--- src/rtl/ctl_latch_pkg.sv ---
package ctl_latch_pkg;

    localparam int CTL_W       = 20;
    localparam int SYNC_STAGES = 2;
    localparam int SYNC_W      = 3;
    localparam int IDX_DATA    = 0;
    localparam int IDX_SCLK    = 1;
    localparam int IDX_LOAD    = 2;

    // Field order below is most significant first; bit 0 is ac3_sel_n.
    typedef struct packed {
        logic [2:0] dao1_sel;
        logic [1:0] dao0_sel;
        logic       led_n;
        logic       dac_mute_n;
        logic       dac_cal;
        logic       adc_rst_n;
        logic       adc_cal;
        logic       trim_mute_n;
        logic       trim_sdata;
        logic       trim_sclk;
        logic       trim_cs_n;
        logic       rom_sdo;
        logic       rom_cs;
        logic       rom_clk;
        logic       rom_ctl_sel_n;
        logic       rom_data_sel;
        logic       ac3_sel_n;
    } ctl_word_t;

    function automatic ctl_word_t to_ctl_word(input logic [CTL_W-1:0] raw);
        return ctl_word_t'(raw);
    endfunction

endpackage

--- src/rtl/ctl_sync.sv ---
module ctl_sync #(
    parameter int W      = 3,
    parameter int STAGES = 2
) (
    input  logic         clk,
    input  logic         rst,
    input  logic [W-1:0] din,
    output logic [W-1:0] dout
);
    logic [W-1:0] stg [STAGES];

    always_ff @(posedge clk) begin
        if (rst) begin
            for (int i = 0; i < STAGES; i++) stg[i] <= '0;
        end else begin
            stg[0] <= din;
            for (int i = 1; i < STAGES; i++) stg[i] <= stg[i-1];
        end
    end

    assign dout = stg[STAGES-1];
endmodule

--- src/rtl/ctl_edge_det.sv ---
module ctl_edge_det #(
    parameter bit FALLING = 1'b0
) (
    input  logic clk,
    input  logic rst,
    input  logic lvl,
    output logic pulse
);
    logic prev;

    always_ff @(posedge clk) begin
        if (rst) prev <= 1'b0;
        else     prev <= lvl;
    end

    generate
        if (FALLING) begin : g_fall
            assign pulse = prev & ~lvl;
        end else begin : g_rise
            assign pulse = lvl & ~prev;
        end
    endgenerate
endmodule

--- src/rtl/ctl_shifter.sv ---
module ctl_shifter #(
    parameter int W = 20
) (
    input  logic         clk,
    input  logic         rst,
    input  logic         shift_en,
    input  logic         din,
    output logic [W-1:0] q
);
    // New bit enters at the top; after W shifts the first bit is at bit 0.
    always_ff @(posedge clk) begin
        if (rst)           q <= '0;
        else if (shift_en) q <= {din, q[W-1:1]};
    end
endmodule

--- src/rtl/ctl_latch_reg.sv ---
module ctl_latch_reg
    import ctl_latch_pkg::*;
(
    input  logic      clk,
    input  logic      rst,
    input  logic      capture,
    input  ctl_word_t d,
    output ctl_word_t q
);
    always_ff @(posedge clk) begin
        if (rst)          q <= '0;
        else if (capture) q <= d;
    end
endmodule

--- src/rtl/ctl_serial_latch.sv ---
module ctl_serial_latch
    import ctl_latch_pkg::*;
(
    input  logic       clk,
    input  logic       rst,
    input  logic       data_in,
    input  logic       shift_clk_pulse,
    input  logic       load_pulse,
    output logic       ac3_sel_n,
    output logic       rom_data_sel,
    output logic       rom_ctl_sel_n,
    output logic       rom_clk,
    output logic       rom_cs,
    output logic       rom_sdo,
    output logic       trim_cs_n,
    output logic       trim_sclk,
    output logic       trim_sdata,
    output logic       trim_mute_n,
    output logic       adc_cal,
    output logic       adc_rst_n,
    output logic       dac_cal,
    output logic       dac_mute_n,
    output logic       led_n,
    output logic [1:0] dao0_sel,
    output logic [2:0] dao1_sel
);
    logic [SYNC_W-1:0] wires_raw;
    logic [SYNC_W-1:0] wires_s;
    logic              data_s;
    logic              sclk_rise;
    logic              load_fall;
    logic [CTL_W-1:0]  shreg_q;
    ctl_word_t         latch_q;

    assign wires_raw[IDX_DATA] = data_in;
    assign wires_raw[IDX_SCLK] = shift_clk_pulse;
    assign wires_raw[IDX_LOAD] = load_pulse;

    ctl_sync #(.W(SYNC_W), .STAGES(SYNC_STAGES)) u_sync (
        .clk (clk),
        .rst (rst),
        .din (wires_raw),
        .dout(wires_s)
    );

    assign data_s = wires_s[IDX_DATA];

    ctl_edge_det #(.FALLING(1'b0)) u_sclk_edge (
        .clk  (clk),
        .rst  (rst),
        .lvl  (wires_s[IDX_SCLK]),
        .pulse(sclk_rise)
    );

    ctl_edge_det #(.FALLING(1'b1)) u_load_edge (
        .clk  (clk),
        .rst  (rst),
        .lvl  (wires_s[IDX_LOAD]),
        .pulse(load_fall)
    );

    ctl_shifter #(.W(CTL_W)) u_shift (
        .clk     (clk),
        .rst     (rst),
        .shift_en(sclk_rise),
        .din     (data_s),
        .q       (shreg_q)
    );

    ctl_latch_reg u_latch (
        .clk    (clk),
        .rst    (rst),
        .capture(load_fall),
        .d      (to_ctl_word(shreg_q)),
        .q      (latch_q)
    );

    assign ac3_sel_n     = latch_q.ac3_sel_n;
    assign rom_data_sel  = latch_q.rom_data_sel;
    assign rom_ctl_sel_n = latch_q.rom_ctl_sel_n;
    assign rom_clk       = latch_q.rom_clk;
    assign rom_cs        = latch_q.rom_cs;
    assign rom_sdo       = latch_q.rom_sdo;
    assign trim_cs_n     = latch_q.trim_cs_n;
    assign trim_sclk     = latch_q.trim_sclk;
    assign trim_sdata    = latch_q.trim_sdata;
    assign trim_mute_n   = latch_q.trim_mute_n;
    assign adc_cal       = latch_q.adc_cal;
    assign adc_rst_n     = latch_q.adc_rst_n;
    assign dac_cal       = latch_q.dac_cal;
    assign dac_mute_n    = latch_q.dac_mute_n;
    assign led_n         = latch_q.led_n;
    assign dao0_sel      = latch_q.dao0_sel;
    assign dao1_sel      = latch_q.dao1_sel;
endmodule

--- config.mk ---
export PLATFORM = sky130hd
export DESIGN_NAME = ctl_serial_latch
export DESIGN_NICKNAME = d
export VERILOG_FILES = /design/src/rtl/ctl_latch_pkg.sv /design/src/rtl/ctl_sync.sv /design/src/rtl/ctl_edge_det.sv /design/src/rtl/ctl_shifter.sv /design/src/rtl/ctl_latch_reg.sv /design/src/rtl/ctl_serial_latch.sv
export SDC_FILE = /design/constraint.sdc
export NUM_CORES = 1
export LEC_CHECK = 0
export ABC_AREA = 1
export CAP_MARGIN = 20
export CELL_PAD_IN_SITES_DETAIL_PLACEMENT = 0
export CELL_PAD_IN_SITES_GLOBAL_PLACEMENT = 1
export CORE_UTILIZATION = 38
export DETAILED_ROUTE_END_ITERATION = 6
export PLACE_DENSITY = 0.76
export SLEW_MARGIN = 30
export SYNTH_ARGS = -nofsm -noshare
export SYNTH_HDL_FRONTEND = slang
export SYNTH_SLANG_ARGS = --single-unit
--- constraint.sdc ---
create_clock -name clk -period 1.19 [get_ports clk]
set_clock_uncertainty 0.2 [all_clocks]
set_input_delay 0.238 -clock clk [delete_from_list [all_inputs] [get_ports clk]]
set_output_delay 0.238 -clock clk [all_outputs]
set_load 0.005 [all_outputs]
=== Word level (Yosys, flattened, before mapping) ===
Memories as Yosys holds them, arrays and structs flattened.
Cells that the tools add are included.

* Bitwise operators: 6
* Muxes and demuxes: 5

{| class="wikitable"
|+ Operator list
! kind !! count
|-
| $mux 3 || 2
|-
| $mux 1 || 3
|-
| $and 1x1->1 || 2
|-
| $not 1->1 || 2
|-
| $or 1x1->1 || 2
|}

* Bits in registers: 42
* Memories kept: 1
* Bits of input ports: 5
* Output and inout bits: 20
* Logic and storage cells: 32
* RAM bits: 6

{| class="wikitable"
|+ Memories
! name !! depth !! bits a word !! read ports !! clocked after memory_dff !! write ports !! line !! text
|-
| u_sync.stg || 2 || 3 || 2 || 0 || 2 || ctl_sync.sv:10 || <nowiki>logic [W-1:0] stg [STAGES];</nowiki>
|}

=== Depth between registers and ports, before layout ===
* Word-level depth: 3
* Mapped depth: 5
* Mapped depth without buffers: 4

=== Cells and area by module ===
From an unflattened synthesis, not the netlist that was laid out.

* Cells, all modules: 284
* Area total of the unflattened synthesis: 1925.6 µm²

{| class="wikitable"
|+ By module, submodules not included
! module !! area an instance (µm²) !! times used !! sequential area each (µm²) !! cells an instance
|-
| ctl_latch_reg || 834.6 || 1 || 400.4 || 127
|-
| ctl_shifter || 834.6 || 1 || 400.4 || 127
|-
| ctl_sync || 187.7 || 1 || 120.1 || 21
|-
| ctl_edge_det at u_load_edge || 37.5 || 1 || 20.0 || 5
|-
| ctl_edge_det at u_sclk_edge || 31.3 || 1 || 20.0 || 4
|}

=== Least setup slack after synthesis ===
OpenSTA, ideal clock, no wires.

* Path type: flip-flop to flip-flop
* Start point: memory u_sync.stg[1][1] (netlist: u_sync.stg[0][4])
* End point: register u_shift.q[0]
* Data required time: 0.926 ns
* Cell stages (with the launch flop): 6
* Arrival: 0.740 ns
* Slack: 0.186 ns
* Setup time: 0.064 ns
* Path buffers: 1
* Period minus slack after synthesis: 1.004 ns
* Cell sequence: dfxtp_1 > inv_2 > nor2_2 > buf_2 > nor2_1 > nor2_1

{| class="wikitable"
|+ RTL lines
! element !! line !! text
|-
| start: declaration || ctl_sync.sv:10 ||
|-
| end signal: assignment || ctl_shifter.sv:13 || <nowiki>else if (shift_en) q <= {din, q[W-1:1]};</nowiki>
|-
| end: declaration || ctl_shifter.sv:8 || <nowiki>output logic [W-1:0] q</nowiki>
|}

=== Final worst setup path ===
* Start point: register u_latch.q[15] (netlist bit)
* End point: output dao0_sel[0]

{| class="wikitable"
|+ RTL lines
! element !! line !! text
|-
| start: declaration || ctl_latch_reg.sv:8 || <nowiki>output ctl_word_t q</nowiki>
|-
| start signal: assignment || ctl_latch_reg.sv:11 || <nowiki>if (rst) q <= '0;</nowiki>
|-
| start signal: assignment || ctl_latch_reg.sv:12 || <nowiki>else if (capture) q <= d;</nowiki>
|-
| end: declaration || ctl_serial_latch.sv:24 || <nowiki>output logic [1:0] dao0_sel,</nowiki>
|}

No word-level cell between the ends.

==> results_dict.tcl <==
set metrics [dict create \
    status "complete, no violations" \
    postRouteAntennaNets 0 \
    drv_cap 0 \
    hold_violations 0 \
    hp-start "u_sync.stg[0][1]" \
    final_cells 365 \
    antenna_cells 0 \
    slew_headroom_pct 89.3 \
    worst-path-buf-inv 1 \
    final_core_util_pct 50.7 \
    die_height_um 72.4 \
    finalMaxSlewViolations 0 \
    syn_area_um2 1880 \
    synth_most_common_cell "nor2_1" \
    insertion_delay_ns 0.30 \
    r2r_cells 5 \
    pin_count 25 \
    r2r-end "u_shift.q[8]" \
    die_w_um 72.4 \
    finalWirelength_um 3710 \
    p_sw_share_pct 23.7 \
    cp_max_fo 2 \
    synthArstFlopShare_pct 0 \
    grt_max_degree 21 \
    area_delta_synth_final_pct 27.8 \
    cts_root_buf "clkbuf_8" \
    synthTopCellsByArea "dfxtp_1, nor2_1, nand3_1, nand2_1, inv_1" \
    portBuffers 24 \
    p_leak_nw 1.07 \
    path_cells "buf_2" \
    crit_type "register to output pin" \
    regToRegSetupSlack_ns 0.05 \
    synth_seq_cells 48 \
    p_int_mw 2.36 \
    final.period_utilization_pct 99.4 \
    numCtsBuffers 5 \
    pre_cts_slack_ns -0.255 \
    regArea_um2 991 \
    wl_per_cell_um 10.2 \
    max_freq_mhz 846 \
    crit_family "flip-flops" \
    cts_hold_buf 0 \
    synth_edf_count 0 \
    powerDensity_nw_per_um2 1280 \
    syn-num-nets 272 \
    combPwrFrac_pct 11.0 \
    fin_crit_ns 1.18 \
    vias 1601 \
    power_frac_clock_pct 33.8 \
    synth_common_cells "nor2_1, dfxtp_1, nand2_1, nand3_1, inv_1" \
    antenna_found_initial 0 \
    synth.distinct_cells 9 \
    layout-drive-gt1-share_pct 24.5 \
    worst_pin_slew_ns 0.161 \
    fillers 520 \
    synth_ff_type "dfxtp_1" \
    fin_nets 303 \
    dpl-instance-area_um2 2300 \
    rows 25 \
    multi_input_area_um2 701 \
    firstDrtPassIters 4 \
    synth.top_cell.area_share_pct 51.0 \
    yosysSeqAreaShare_pct 51.0 \
    setup_violations 0 \
    dieArea_um2 5240 \
    whs_path_depth 2 \
    synthCells 267 \
    place_inst 356 \
    rsz0062_at_grt "true" \
    cp-end-kind "output pin" \
    vias_per_cell 4.39 \
    coreArea_um2 4750 \
    grt_pass1_vias 1378 \
    clk_path_buf_depth 2 \
    peakVddDrop_v 0.000529 \
    avgSynthCellArea_um2 7.06 \
    hold_path_class "register to register" \
    path_clk_slew_ns 0.09 \
    grt_usage_pct 15.3 \
    htree_levels 2 \
    worst_setup_path_start_kind "register" \
    p_seq_share_pct 55.2 \
    gp_congestion 0.701 \
    drc 0 \
    cp_data_arrival_time_ns 0.74 \
    ys_warn_count 0 \
    crit_required_ns 0.75 \
    gr-total-overflow 0 \
    timing.rr.start "u_sync.stg[0][4]" \
    grt_pass1_wl_um 6180 \
    dpl.hpwl_um 2420 \
    critPathMaxStageDelay_ns 0.33 \
    clock_sinks 48 \
    drtIter0Drc 62 \
    yosysTopAreaCell "dfxtp_1" \
    cts_tree "done" \
    final_area_um2 2410 \
    start_util_pct 39.6 \
    finalWorstSetupSlack_ns 0.00739 \
    switchingPower_mw 0.732 \
    critPathSlowestCell "dfxtp_2" \
    whs_endpoint "u_sync.stg[0][4]" \
]
## layer usage
metal | vias up | track usage, % | wire length, µm
met2 | 24 | 24.8 | 1620
met3 | 5 | 4.17 | 149
met5 | - | 0 | 0
li1 | 856 | - | -
met1 | 716 | 19.2 | 1870
met4 | 0 | 6.54 | 67
## power by group through the flow
stage / combinational (mW) / sequential, mW / clock (mW)
after floorplan: 0.212 / 1.74 / 0
after global placement: 0.343 / 1.74 / 0
after detailed placement: 0.344 / 1.74 / 0
after CTS: 0.327 / 1.71 / 1.09
after global routing: 0.386 / 1.72 / 1.14
final: 0.339 / 1.71 / 1.05
## flip-flops by register name, indices dropped and copies added (netlist names)
register          cells
u_latch.q            20
u_shift.q            20
u_sync.stg            6
u_load_edge.prev      1
u_sclk_edge.prev      1
## how the worst max path moves through the flow
stage	cells past startpoint	startpoint	end	slack, ns
floorplan	5	u_sync.stg[0][4]	u_shift.q[0]	0.19
global placement	5	rst	u_latch.q[7]	-0.25
detailed placement	5	rst	u_latch.q[7]	-0.26
CTS	1	u_latch.q[14]	led_n	-0.005
global route	1	u_latch.q[15]	dao0_sel[0]	-0.02
finish	1	u_latch.q[15]	dao0_sel[0]	0.007
## area by class of cell
cell class,instances,share of cell area [%]
clock buffers,7,4.00
inverters,32,4.99
well taps,67,3.48
repair buffers,41,17.3
flip-flops and latches,48,41.1
multi-input cells,170,29.1
## placed cells by master (no fill, tap or decap)
cell	Yosys	final
clkbuf_16	0	1
buf_6	4	7
dfxtp_4	0	1
clkdlybuf4s50_1	0	4
inv_1	28	28
nor2_2	2	2
nor2_4	0	1
nor2_1	88	87
inv_2	4	4
dfxtp_1	48	26
buf_2	13	13
buf_12	0	7
dfxtp_2	0	21
clkbuf_8	0	7
nand3_1	40	40
nand2_1	40	40
buf_4	0	9
## kinds of logic (layout without fill, tap and decap cells)
logic type | Yosys count | count (layout) | share of synthesized area [%]
buffers and inverters | 49 | 80 | 12.2
flip-flops | 48 | 48 | 51.0
AND/OR/NAND/NOR | 170 | 170 | 36.8
## timing repair
| action | in CTS | in global routing |
|---|---|---|
| buffers inserted | 0 | 1 |
| pin swaps | 0 | 3 |
| gates cloned | 0 | 1 |
| endpoints found under the setup margin | 20 | 48 |
| gates resized for setup | 96 | 10 |
## metrics by stage
step | TNS (ns) | power, mW | hold slack [ns]
after floorplan | 0 | 1.95 | 0.145
after global placement | -9.62 | 2.08 | 0.192
after detailed placement | -10.06 | 2.09 | 0.197
after CTS | -0.00740 | 3.12 | 0.212
after global routing | -0.206 | 3.24 | 0.220
final | 0 | 3.09 | 0.203
Power figures use the tool's default switching activity.
